--- src/rtl/nvm_pkg.sv ---
package nvm_pkg;
  typedef enum logic [1:0] {OP_NONE, OP_READ, OP_PROG, OP_ERASE} nvmOp_e;

  typedef struct packed {
    logic   commit;
    nvmOp_e op;
    logic   loaderBank;
  } nvmStrobe_t;

  localparam logic [1:0]  SEL_ADDR_HI = 2'd0;
  localparam logic [1:0]  SEL_ADDR_LO = 2'd1;
  localparam logic [1:0]  SEL_DATA    = 2'd2;
  localparam logic [1:0]  SEL_CTRL    = 2'd3;

  localparam int          CTRL_BANK_BIT = 6;
  localparam int          CTRL_OE_BIT   = 5;
  localparam int          CTRL_CE_BIT   = 4;

  localparam logic [3:0]  CODE_READ  = 4'b0000;
  localparam logic [3:0]  CODE_PROG  = 4'b0001;
  localparam logic [3:0]  CODE_ERASE = 4'b0010;

  localparam logic [15:0] SEC_ADDR = 16'hFFFF;
  localparam logic [7:0]  SEC_KEEP = 8'h78;
endpackage

--- src/rtl/nvm_seq.sv ---
module nvm_seq
  import nvm_pkg::*;
#(
  parameter int READ_CYC  = 2,
  parameter int PROG_CYC  = 4,
  parameter int ERASE_CYC = 12
) (
  input  logic       clk,
  input  logic       rstN,
  input  logic       start,
  input  logic [6:0] ctrlByte,
  output logic       busy,
  output logic       done,
  output nvmStrobe_t strb
);
  localparam int MAX_CYC = (ERASE_CYC > PROG_CYC) ?
                           ((ERASE_CYC > READ_CYC) ? ERASE_CYC : READ_CYC) :
                           ((PROG_CYC > READ_CYC) ? PROG_CYC : READ_CYC);
  localparam int CW = $clog2(MAX_CYC + 1);

  nvmOp_e        cmdOp;
  nvmOp_e        curOp;
  logic          curBank;
  logic [CW-1:0] cnt;
  logic [CW-1:0] loadCnt;
  logic          oeBit, ceBit;
  logic [3:0]    code;

  assign oeBit = ctrlByte[CTRL_OE_BIT];
  assign ceBit = ctrlByte[CTRL_CE_BIT];
  assign code  = ctrlByte[3:0];

  always_comb begin
    cmdOp = OP_NONE;
    if (!ceBit) begin
      if (oeBit && code == CODE_ERASE)      cmdOp = OP_ERASE;
      else if (oeBit && code == CODE_PROG)  cmdOp = OP_PROG;
      else if (!oeBit && code == CODE_READ) cmdOp = OP_READ;
    end
  end

  always_comb begin
    case (cmdOp)
      OP_ERASE: loadCnt = CW'(ERASE_CYC - 1);
      OP_PROG:  loadCnt = CW'(PROG_CYC - 1);
      default:  loadCnt = CW'(READ_CYC - 1);
    endcase
  end

  always_ff @(posedge clk) begin
    if (!rstN) begin
      busy    <= 1'b0;
      done    <= 1'b0;
      cnt     <= '0;
      curOp   <= OP_NONE;
      curBank <= 1'b0;
    end else begin
      done <= 1'b0;
      if (busy) begin
        if (cnt == '0) begin
          busy <= 1'b0;
          done <= 1'b1;
        end else begin
          cnt <= cnt - 1'b1;
        end
      end else if (start && cmdOp != OP_NONE) begin
        busy    <= 1'b1;
        cnt     <= loadCnt;
        curOp   <= cmdOp;
        curBank <= ctrlByte[CTRL_BANK_BIT];
      end
    end
  end

  assign strb.commit     = busy && (cnt == '0);
  assign strb.op         = curOp;
  assign strb.loaderBank = curBank;

  // done lasts a single cycle
  p_done_pulse_r4: assert property (@(posedge clk) disable iff (!rstN)
    done |=> !done);
  // busy only starts from a start strobe
  p_busy_from_start_r4: assert property (@(posedge clk) disable iff (!rstN)
    $rose(busy) |-> $past(start));
  // completion pulse accompanies busy falling
  p_done_on_fall_r4: assert property (@(posedge clk) disable iff (!rstN)
    $fell(busy) |-> done);
  // rejected command never launches an operation
  p_bad_cmd_idle_r3: assert property (@(posedge clk) disable iff (!rstN)
    (!busy && start && cmdOp == OP_NONE) |=> !busy);
endmodule

--- src/rtl/nvm_store.sv ---
module nvm_store
  import nvm_pkg::*;
#(
  parameter int APP_AW = 8,
  parameter int LDR_AW = 6
) (
  input  logic       clk,
  input  logic       rstN,
  input  logic       sfrWr,
  input  logic [1:0] sfrSel,
  input  logic [7:0] sfrWdata,
  input  logic       busy,
  input  nvmStrobe_t strb,
  output logic [6:0] ctrlByte,
  output logic [7:0] dataOut
);
  localparam int APP_DEPTH = 1 << APP_AW;
  localparam int LDR_DEPTH = 1 << LDR_AW;

  logic [7:0]        appMem [APP_DEPTH];
  logic [7:0]        ldrMem [LDR_DEPTH];
  logic [7:0]        secByte;
  logic [7:0]        addrHi, addrLo, dataReg;
  logic [6:0]        ctrlReg;
  logic [15:0]       addr;
  logic [APP_AW-1:0] appIdx;
  logic [LDR_AW-1:0] ldrIdx;
  logic              isSec;
  logic              locked;
  logic [7:0]        curByte;

  assign addr    = {addrHi, addrLo};
  assign appIdx  = addr[APP_AW-1:0];
  assign ldrIdx  = addr[LDR_AW-1:0];
  assign isSec   = strb.loaderBank && (addr == SEC_ADDR);
  assign locked  = !secByte[0];
  assign curByte = isSec ? secByte :
                   (strb.loaderBank ? ldrMem[ldrIdx] : appMem[appIdx]);

  always_ff @(posedge clk) begin
    if (!rstN) begin
      addrHi  <= '0;
      addrLo  <= '0;
      dataReg <= '0;
      ctrlReg <= '0;
      secByte <= 8'hFF;
      for (int i = 0; i < APP_DEPTH; i++) appMem[i] <= 8'hFF;
      for (int i = 0; i < LDR_DEPTH; i++) ldrMem[i] <= 8'hFF;
    end else begin
      if (sfrWr && !busy) begin
        case (sfrSel)
          SEL_ADDR_HI: addrHi  <= sfrWdata;
          SEL_ADDR_LO: addrLo  <= sfrWdata;
          SEL_DATA:    dataReg <= sfrWdata;
          default:     ctrlReg <= sfrWdata[6:0];
        endcase
      end
      if (strb.commit) begin
        case (strb.op)
          OP_ERASE: begin
            if (strb.loaderBank) begin
              for (int i = 0; i < LDR_DEPTH; i++) ldrMem[i] <= 8'hFF;
              secByte <= 8'hFF;
            end else begin
              for (int i = 0; i < APP_DEPTH; i++) appMem[i] <= 8'hFF;
            end
          end
          OP_PROG: begin
            if (isSec)                 secByte        <= secByte & (dataReg | SEC_KEEP);
            else if (strb.loaderBank)  ldrMem[ldrIdx] <= ldrMem[ldrIdx] & dataReg;
            else                       appMem[appIdx] <= appMem[appIdx] & dataReg;
          end
          OP_READ: dataReg <= locked ? 8'h00 : curByte;
          default: ;
        endcase
      end
    end
  end

  assign ctrlByte = ctrlReg;
  assign dataOut  = dataReg;

  // set-up registers frozen during an operation
  p_regs_frozen_r2: assert property (@(posedge clk) disable iff (!rstN)
    busy |=> $stable({addrHi, addrLo, ctrlReg}));
  // security bits never return to 1 except through a loader erase
  p_sec_clear_only_r8: assert property (@(posedge clk) disable iff (!rstN)
    !(strb.commit && strb.op == OP_ERASE && strb.loaderBank)
      |=> ((secByte & ~$past(secByte)) == 8'h00));
  // reserved security bits remain set
  p_sec_reserved_r8: assert property (@(posedge clk) disable iff (!rstN)
    secByte[6:3] == 4'hF);
  // a read under lock yields zero
  p_locked_read_r10: assert property (@(posedge clk) disable iff (!rstN)
    (strb.commit && strb.op == OP_READ && locked) |=> dataOut == 8'h00);
endmodule

--- src/rtl/nvm_prog_unit.sv ---
module nvm_prog_unit
  import nvm_pkg::*;
#(
  parameter int APP_AW    = 8,
  parameter int LDR_AW    = 6,
  parameter int READ_CYC  = 2,
  parameter int PROG_CYC  = 4,
  parameter int ERASE_CYC = 12
) (
  input  logic       clk,
  input  logic       rstN,
  input  logic       sfrWr,
  input  logic [1:0] sfrSel,
  input  logic [7:0] sfrWdata,
  input  logic       start,
  output logic       busy,
  output logic       done,
  output logic [7:0] dataOut
);
  nvmStrobe_t strb;
  logic [6:0] ctrlByte;

  nvm_seq #(
    .READ_CYC (READ_CYC),
    .PROG_CYC (PROG_CYC),
    .ERASE_CYC(ERASE_CYC)
  ) uSeq (
    .clk     (clk),
    .rstN    (rstN),
    .start   (start),
    .ctrlByte(ctrlByte),
    .busy    (busy),
    .done    (done),
    .strb    (strb)
  );

  nvm_store #(
    .APP_AW(APP_AW),
    .LDR_AW(LDR_AW)
  ) uStore (
    .clk     (clk),
    .rstN    (rstN),
    .sfrWr   (sfrWr),
    .sfrSel  (sfrSel),
    .sfrWdata(sfrWdata),
    .busy    (busy),
    .strb    (strb),
    .ctrlByte(ctrlByte),
    .dataOut (dataOut)
  );
endmodule

--- config.mk ---
export PLATFORM = sky130hd
export DESIGN_NAME = nvm_prog_unit
export DESIGN_NICKNAME = d
export VERILOG_FILES = /design/src/rtl/nvm_pkg.sv /design/src/rtl/nvm_seq.sv /design/src/rtl/nvm_store.sv /design/src/rtl/nvm_prog_unit.sv
export SDC_FILE = /design/constraint.sdc
export NUM_CORES = 2
export LEC_CHECK = 0
export ABC_AREA = 1
export BUFFER_PORTS_ARGS = -buffer_cell sky130_fd_sc_hd__clkbuf_2
export CAP_MARGIN = 10
export CORE_MARGIN = 2
export CORE_UTILIZATION = 40
export DETAILED_ROUTE_END_ITERATION = 10
export SYNTH_ARGS = -nofsm -noshare
export SYNTH_HDL_FRONTEND = slang
export SYNTH_SLANG_ARGS = --single-unit
export TNS_END_PERCENT = 50
--- constraint.sdc ---
create_clock -name clk -period 3.05 [get_ports clk]
set_input_delay 0.4575 -clock clk [delete_from_list [all_inputs] [get_ports clk]]
set_output_delay 0.4575 -clock clk [all_outputs]
set_load 0.02 [all_outputs]
== Yosys cells after proc, flatten, opt, wreduce, memory -nomap -nowiden ==
Memories as Yosys holds them, arrays and structs flattened. A register that Yosys moved wholly into a read port is not among the register bits.
Cells that the tools add are included.
W data, S select, Z words.

* Equal/unequal tests: 13
* Add/sub/neg operators: 1
* Muxes and demuxes: 373
* Reduce and logical (&&, ||, !) cells: 25
* Bitwise gates (word level): 325

{| class="wikitable"
|+ Operators with widths
! operator !! count
|-
| $mux W8 || 334
|-
| $or A1 B1 Y1 || 320
|-
| $mux W1 || 28
|-
| $and A8 B8 Y8 || 3
|-
| $mux W6 || 3
|-
| $eq A16 B16 Y1 const B || 1
|-
| $pmux W8 S2 || 1
|-
| $reduce_or A8 Y1 || 2
|-
| $mux W4 || 3
|-
| $reduce_and A2 Y1 || 6
|-
| $eq A2 B2 Y1 const B || 5
|-
| $logic_not A4 Y1 || 2
|-
| $pmux W4 S2 || 1
|-
| $logic_and A1 B1 Y1 || 7
|-
| $mux W2 || 3
|-
| $reduce_bool A2 Y1 || 3
|-
| $eq A2 B1 Y1 const B || 2
|-
| $eq A4 B1 Y1 const B || 1
|-
| $eq A4 B2 Y1 const B || 1
|-
| $ne A2 B2 Y1 const B || 2
|-
| $reduce_and A4 Y1 || 1
|-
| $sub A4 B1 Y4 const B || 1
|-
| $reduce_or A3 Y1 || 1
|-
| $logic_not A1 Y1 || 2
|-
| 3 further kinds || 4
|}

* Register bits after elaboration: 48
* Output and inout port bits: 10
* Memories: 2
* Word-level logic and storage cells: 749
* Bits of input ports: 14
* Memory bits (writable): 2,560

{| class="wikitable"
|+ Memory list
! memory !! depth !! width !! read ports !! clocked after memory_dff !! write ports !! RTL line !! text
|-
| uStore.appMem || 256 || 8 || 1 || 1 || 256 || nvm_store.sv:20 || <nowiki>logic [7:0] appMem [APP_DEPTH];</nowiki>
|-
| uStore.ldrMem || 64 || 8 || 1 || 1 || 64 || nvm_store.sv:21 || <nowiki>logic [7:0] ldrMem [LDR_DEPTH];</nowiki>
|}

== Logic depth before layout (Yosys ltp) ==
* Word-level depth: 10
* Mapped depth: 19
* Gate-level depth less buffers: 15

== Modules after synthesis ==
Synthesis repeated with hierarchy kept, for this count alone.

* Cells, all modules: 12,301
* Area total of the unflattened synthesis: 120,872.2 µm²

{| class="wikitable"
|+ By module, submodules not included
! module !! area an instance (µm²) !! cells an instance !! times used
|-
| nvm_store || 120,334.2 || 12,222 || 1
|-
| nvm_seq || 538.0 || 79 || 1
|}

== Least setup slack after synthesis ==
Ideal clock, no wire load.

* Path kind: register to register
* Start: register uSeq.cnt[0]
* End: memory uStore.appMem[148][0], enable pin
* Stages on the path, launching flop included: 14
* Setup time: 0.384 ns
* Data required time: 2.666 ns
* Arrival: 2.605 ns
* Period minus slack after synthesis: 2.989 ns
* Buffers on the path: 1
* Setup slack: 0.061 ns
* Cells stage by stage: dfxtp_1 -> inv_1 -> ha_1 -> nand3_2 -> nor2_2 -> inv_2 -> nor2_1 -> inv_2 -> nor3_2 -> nand2_4 -> buf_6 -> nor3_1 -> inv_1 -> o21ai_0

{| class="wikitable"
|+ RTL lines
! element !! RTL line !! text
|-
| start: declaration || nvm_seq.sv:24 || <nowiki>logic [CW-1:0] cnt;</nowiki>
|-
| start signal: assignment || nvm_seq.sv:64 || <nowiki>cnt <= cnt - 1'b1;</nowiki>
|-
| start signal: assignment || nvm_seq.sv:68 || <nowiki>cnt <= loadCnt;</nowiki>
|-
| end: declaration || nvm_store.sv:20 ||
|}

==> results.rst <==
.. list-table::
   :header-rows: 1

   * - Metric
     - Value
   * - Outcome
     - finished with violations
   * - Violated checks
     - negative setup slack
   * - Total of warnings raised by yosys
     - 0
   * - Root Buffer Master
     - sky130_fd_sc_hd__clkbuf_16
   * - Pin slew with the least headroom to its limit
     - 892 ps
   * - Number of synthesized flops with an enable pin
     - 2560
   * - Unrepaired setup endpoints after global routing
     - yes
   * - Number of antenna violations at the first check in global routing
     - 7
   * - Remaining Overflow, GRT
     - 0
   * - Starting utilization of the core area
     - 40.2%
   * - Insertion delay to the later sink of the worst-skew pair
     - 880 ps
   * - Remaining max-slew budget at the tightest pin
     - 40.3%
   * - Power Dens Cells
     - 566 mW/mm²
   * - Pre-antenna DRT Iters
     - 6
   * - Cell area after synthesis
     - 0.122 mm²
   * - Area Overhead vs Synth
     - 18.9%
   * - Hold Crit Start
     - sfrWdata[3]
   * - Part of the cycle the worst path needs
     - 110%
   * - Fraction of registers with async set/reset
     - 0%
   * - Floorplan core area
     - 0.303 mm²
   * - Nature of the critical path startpoint
     - flop
   * - Num Clock Sinks
     - 2613
   * - Util after Layout
     - 47.8%
   * - Per-instance average area after synthesis
     - 9.99 µm²
   * - Mean number of vias per cell
     - 5.50
   * - Detailed-route wire length
     - 388 mm
   * - Count of state elements after synthesis
     - 2613
   * - Die boundary width
     - 555 µm
   * - Number of nets in the finished design
     - 12700
   * - Worst hold path stage count
     - 3
   * - End of the worst register-to-register path
     - uStore.appMem[164][3]$_SDFFCE_PN1P_
   * - Clock period minus worst slack
     - 3340 ps
   * - Pin count of the biggest net entering global routing
     - 106
   * - Cell leakage power
     - 44.3 nW
   * - Number of DRC markers after the initial detailed-route iteration
     - 11100
   * - Via count of the first global-routing pass
     - 89200
   * - Routed WL per cell
     - 22.9 µm
   * - Die Outline Area
     - 0.308 mm²
   * - Kind of end point of the critical path
     - flop
   * - Area after detailed placement
     - 0.133 mm²
   * - CTS H-tree depth
     - 5
   * - Biggest fanout along the worst timing path
     - 22
   * - Max Clk Rate
     - 299 MHz
   * - Skew final
     - 45.7 ps
   * - Total vias in the final route
     - 93100
   * - Number of standard-cell rows in the floorplan
     - 202
   * - Aggregate negative setup slack
     - -315320 ps
   * - Final antenna-violating net count
     - 0
   * - Largest stage delay on the critical path
     - 390 ps
   * - Critical Path, Cell by Cell
     - buf_12 > inv_8 > buf_4 > buf_4 > nand2_1 > nand3_1 > nand3_1 > nand3_1 > nand3_1 > buf_4 > nand3_2 > nand3_2 > nand3_1 > nand3_4 > buf_12 > buf_12 > nand2_1
   * - Cells on worst reg2reg path
     - 17
   * - Arrival time of the worst setup path
     - 3940 ps
   * - Crit path top cell by count
     - sky130_fd_sc_hd__nand3_1
   * - Y dimension of the die
     - 555 µm
   * - Min setup slack post-route
     - -294 ps
   * - Hold crit path type
     - in2reg
   * - Final Wtd Congestion
     - 0.916
   * - Io pins
     - 24
   * - Number of CTS-inserted buffers
     - 290
   * - Global-route wire length before repair
     - 573 mm
   * - Post-layout power
     - 81.8 mW
   * - Reg-to-reg slack, setup
     - -290 ps
   * - GRT Total Usage
     - 24.6%
   * - Worst hold slack after final layout
     - 88.3 ps
   * - Sequential cell area fraction in the yosys report
     - 64.1%
   * - Maximum clock path buffer count
     - 4
   * - Final setup viols
     - 2691
   * - Number of design rule violations left after detail routing
     - 0
   * - Total count of hold-check failures in the final report
     - 0
   * - Clock-pin slew reported for the worst setup and hold paths after clock tree synthesis
     - 60 ps
   * - DPL Wire Length
     - 248 mm
   * - Worst Hold Path EP
     - uStore.ctrlByte[3]$_SDFFE_PN0P_
   * - Net count of the mapped netlist
     - 12200
   * - Max-slew violations
     - 0
   * - Setup Crit Path Kind
     - reg2reg
   * - Endpoint required time on the critical path
     - 3640 ps
   * - Total of buffers placed on input and output ports
     - 23
   * - Max_cap viols
     - 0
   * - Peak VDD IR
     - 0.374 mV
   * - Slowest-stage cell, CP
     - sky130_fd_sc_hd__dfxtp_4
   * - Primary FF master, synth
     - sky130_fd_sc_hd__edfxtp_1
   * - TritonCTS clock tree
     - yes
   * - Gate count of the mapped netlist
     - 12200
   * - Layout cell share with drive strength beyond 1
     - 15.9%
   * - Total non-filler cell area in the finished layout
     - 0.145 mm²
   * - Post-synth cell types
     - 37
==> logic make-up after synthesis <==
family / count (synthesis) / share of synthesized area [%]
simple gates: 7332 / 26.5
flops: 2613 / 64.1
buf+inv: 1179 / 4.84
compound gates: 1037 / 4.52
fa+ha+maj: 2 / 0.0206
xor+xnor: 1 / 0.00721
==> cell usage after synthesis (106+ instances only) <==
cell | count | area (µm²)
sky130_fd_sc_hd__nor2_1 | 498 | 1870
sky130_fd_sc_hd__inv_1 | 194 | 728
sky130_fd_sc_hd__clkbuf_1 | 345 | 1290
sky130_fd_sc_hd__nand2_1 | 4566 | 17100
sky130_fd_sc_hd__o21ai_0 | 748 | 3740
sky130_fd_sc_hd__o22ai_1 | 225 | 1410
sky130_fd_sc_hd__edfxtp_1 | 2560 | 76900
sky130_fd_sc_hd__buf_4 | 106 | 796
sky130_fd_sc_hd__buf_2 | 314 | 1570
sky130_fd_sc_hd__nand3_1 | 1858 | 9300
sky130_fd_sc_hd__nor2_4 | 212 | 2390
sky130_fd_sc_hd__buf_1 | 108 | 405
==> layout make-up <==
cell class	instances	area, µm²
tap	3978	4980
timing repair inverter	4	37.5
multi-input combinational	8372	38500
antenna	8	20.0
timing repair buffer	1208	13400
fill	27500	158000
inverter	224	902
sequential	2613	78000
clock inverter	148	1030
clock buffer	359	7720
==> worst max-delay path, delay by kind of cell (launching register included) <==
family                 cells  cell delay [ps]
AND/OR/NAND/NOR           10             1430
flip-flops                 1              390
buffers and inverters      7             1210
==> placed cells by master (no fill, tap or decap), drive strengths merged, types with 2 or more instances in the layout <==
cell type | synthesis | routed
a21oi | 46 | 46
edfxtp | 2560 | 2560
a211oi | 2 | 2
ha | 2 | 2
nor3 | 141 | 141
clkinv | 3 | 129
dfxtp | 53 | 53
dlygate4sd3 | 0 | 14
clkbuf | 345 | 390
nand2 | 4572 | 4572
nand3 | 1876 | 1876
nand4 | 3 | 3
inv | 221 | 234
buf | 610 | 1144
nor2 | 739 | 739
diode | 0 | 8
clkinvlp | 0 | 2
o21ai | 759 | 759
bufinv | 0 | 11
o22ai | 225 | 225
bufbuf | 0 | 19
==> sequential cells by signal, indices dropped and copies added (netlist names), named ones only <==
name,count
uSeq.busy,1
uStore.appMem,2048
uSeq.cnt,4
uStore.addrLo,8
uStore.addrHi,8
uStore.dataOut,8
uSeq.curOp,2
uSeq.done,1
uSeq.curBank,1
uStore.secByte,5
uStore.ctrlByte,7
uStore.ldrMem,512
==> worst max path at each step <==
| stage | to | cells after the start | start | slack [ps] |
|---|---|---|---|---|
| finish | uStore.appMem[164][3]$_SDFFCE_PN1P_ | 17 | flop | -290 |
| floorplan | uStore.appMem[148][0]$_SDFFCE_PN1P_ | 13 | uSeq.cnt[0]$_SDFFE_PN0P_ | 60 |
| global route | uStore.appMem[95][3]$_SDFFCE_PN1P_ | 17 | flop | -290 |
| global placement | uStore.appMem[163][0]$_SDFFCE_PN1P_ | 14 | flop | -330 |
| CTS | uStore.appMem[70][2]$_SDFFCE_PN1P_ | 18 | flop | -120 |
| detailed placement | uStore.appMem[186][2]$_SDFFCE_PN1P_ | 16 | flop | -350 |
==> power breakdown <==
| part | total [mW] | switching (mW) | internal (mW) |
|---|---|---|---|
| sequential | 39.4 | 0.102 | 39.3 |
| clock | 33.2 | 14.4 | 18.9 |
| combinational | 9.13 | 6.22 | 2.91 |
==> stage by stage <==
stage	worst slack, ps	cells
3_3_place_gp	-330	16300
6_report	-294	16900
2_1_floorplan	60.7	12200
4_1_cts	-121	16900
5_1_grt	-290	16900
3_5_place_dp	-355	16300
==> metal layers <==
layer / up-vias / GRT usage, % / part of all wire [%]
li1: 42800 / - / -
met3: 746 / 4.09 / 8.9
met1: 45300 / 33.2 / 40
met5: - / 0 / 0.0031
met4: 2 / 10.3 / 4.5
met2: 4174 / 39.2 / 46
==> repair_timing <==
item                                   4_1_cts  5_1_grt
hold buffers                                14        0
setup endpoints to repair                 2720     4894
buffers inserted                            40       10
pin swaps                                    6        1
gates cloned                                29        8
resized for setup                          164       59
endpoints found under the hold margin       17        0
No activity file was read; power rests on OpenSTA's default activity.
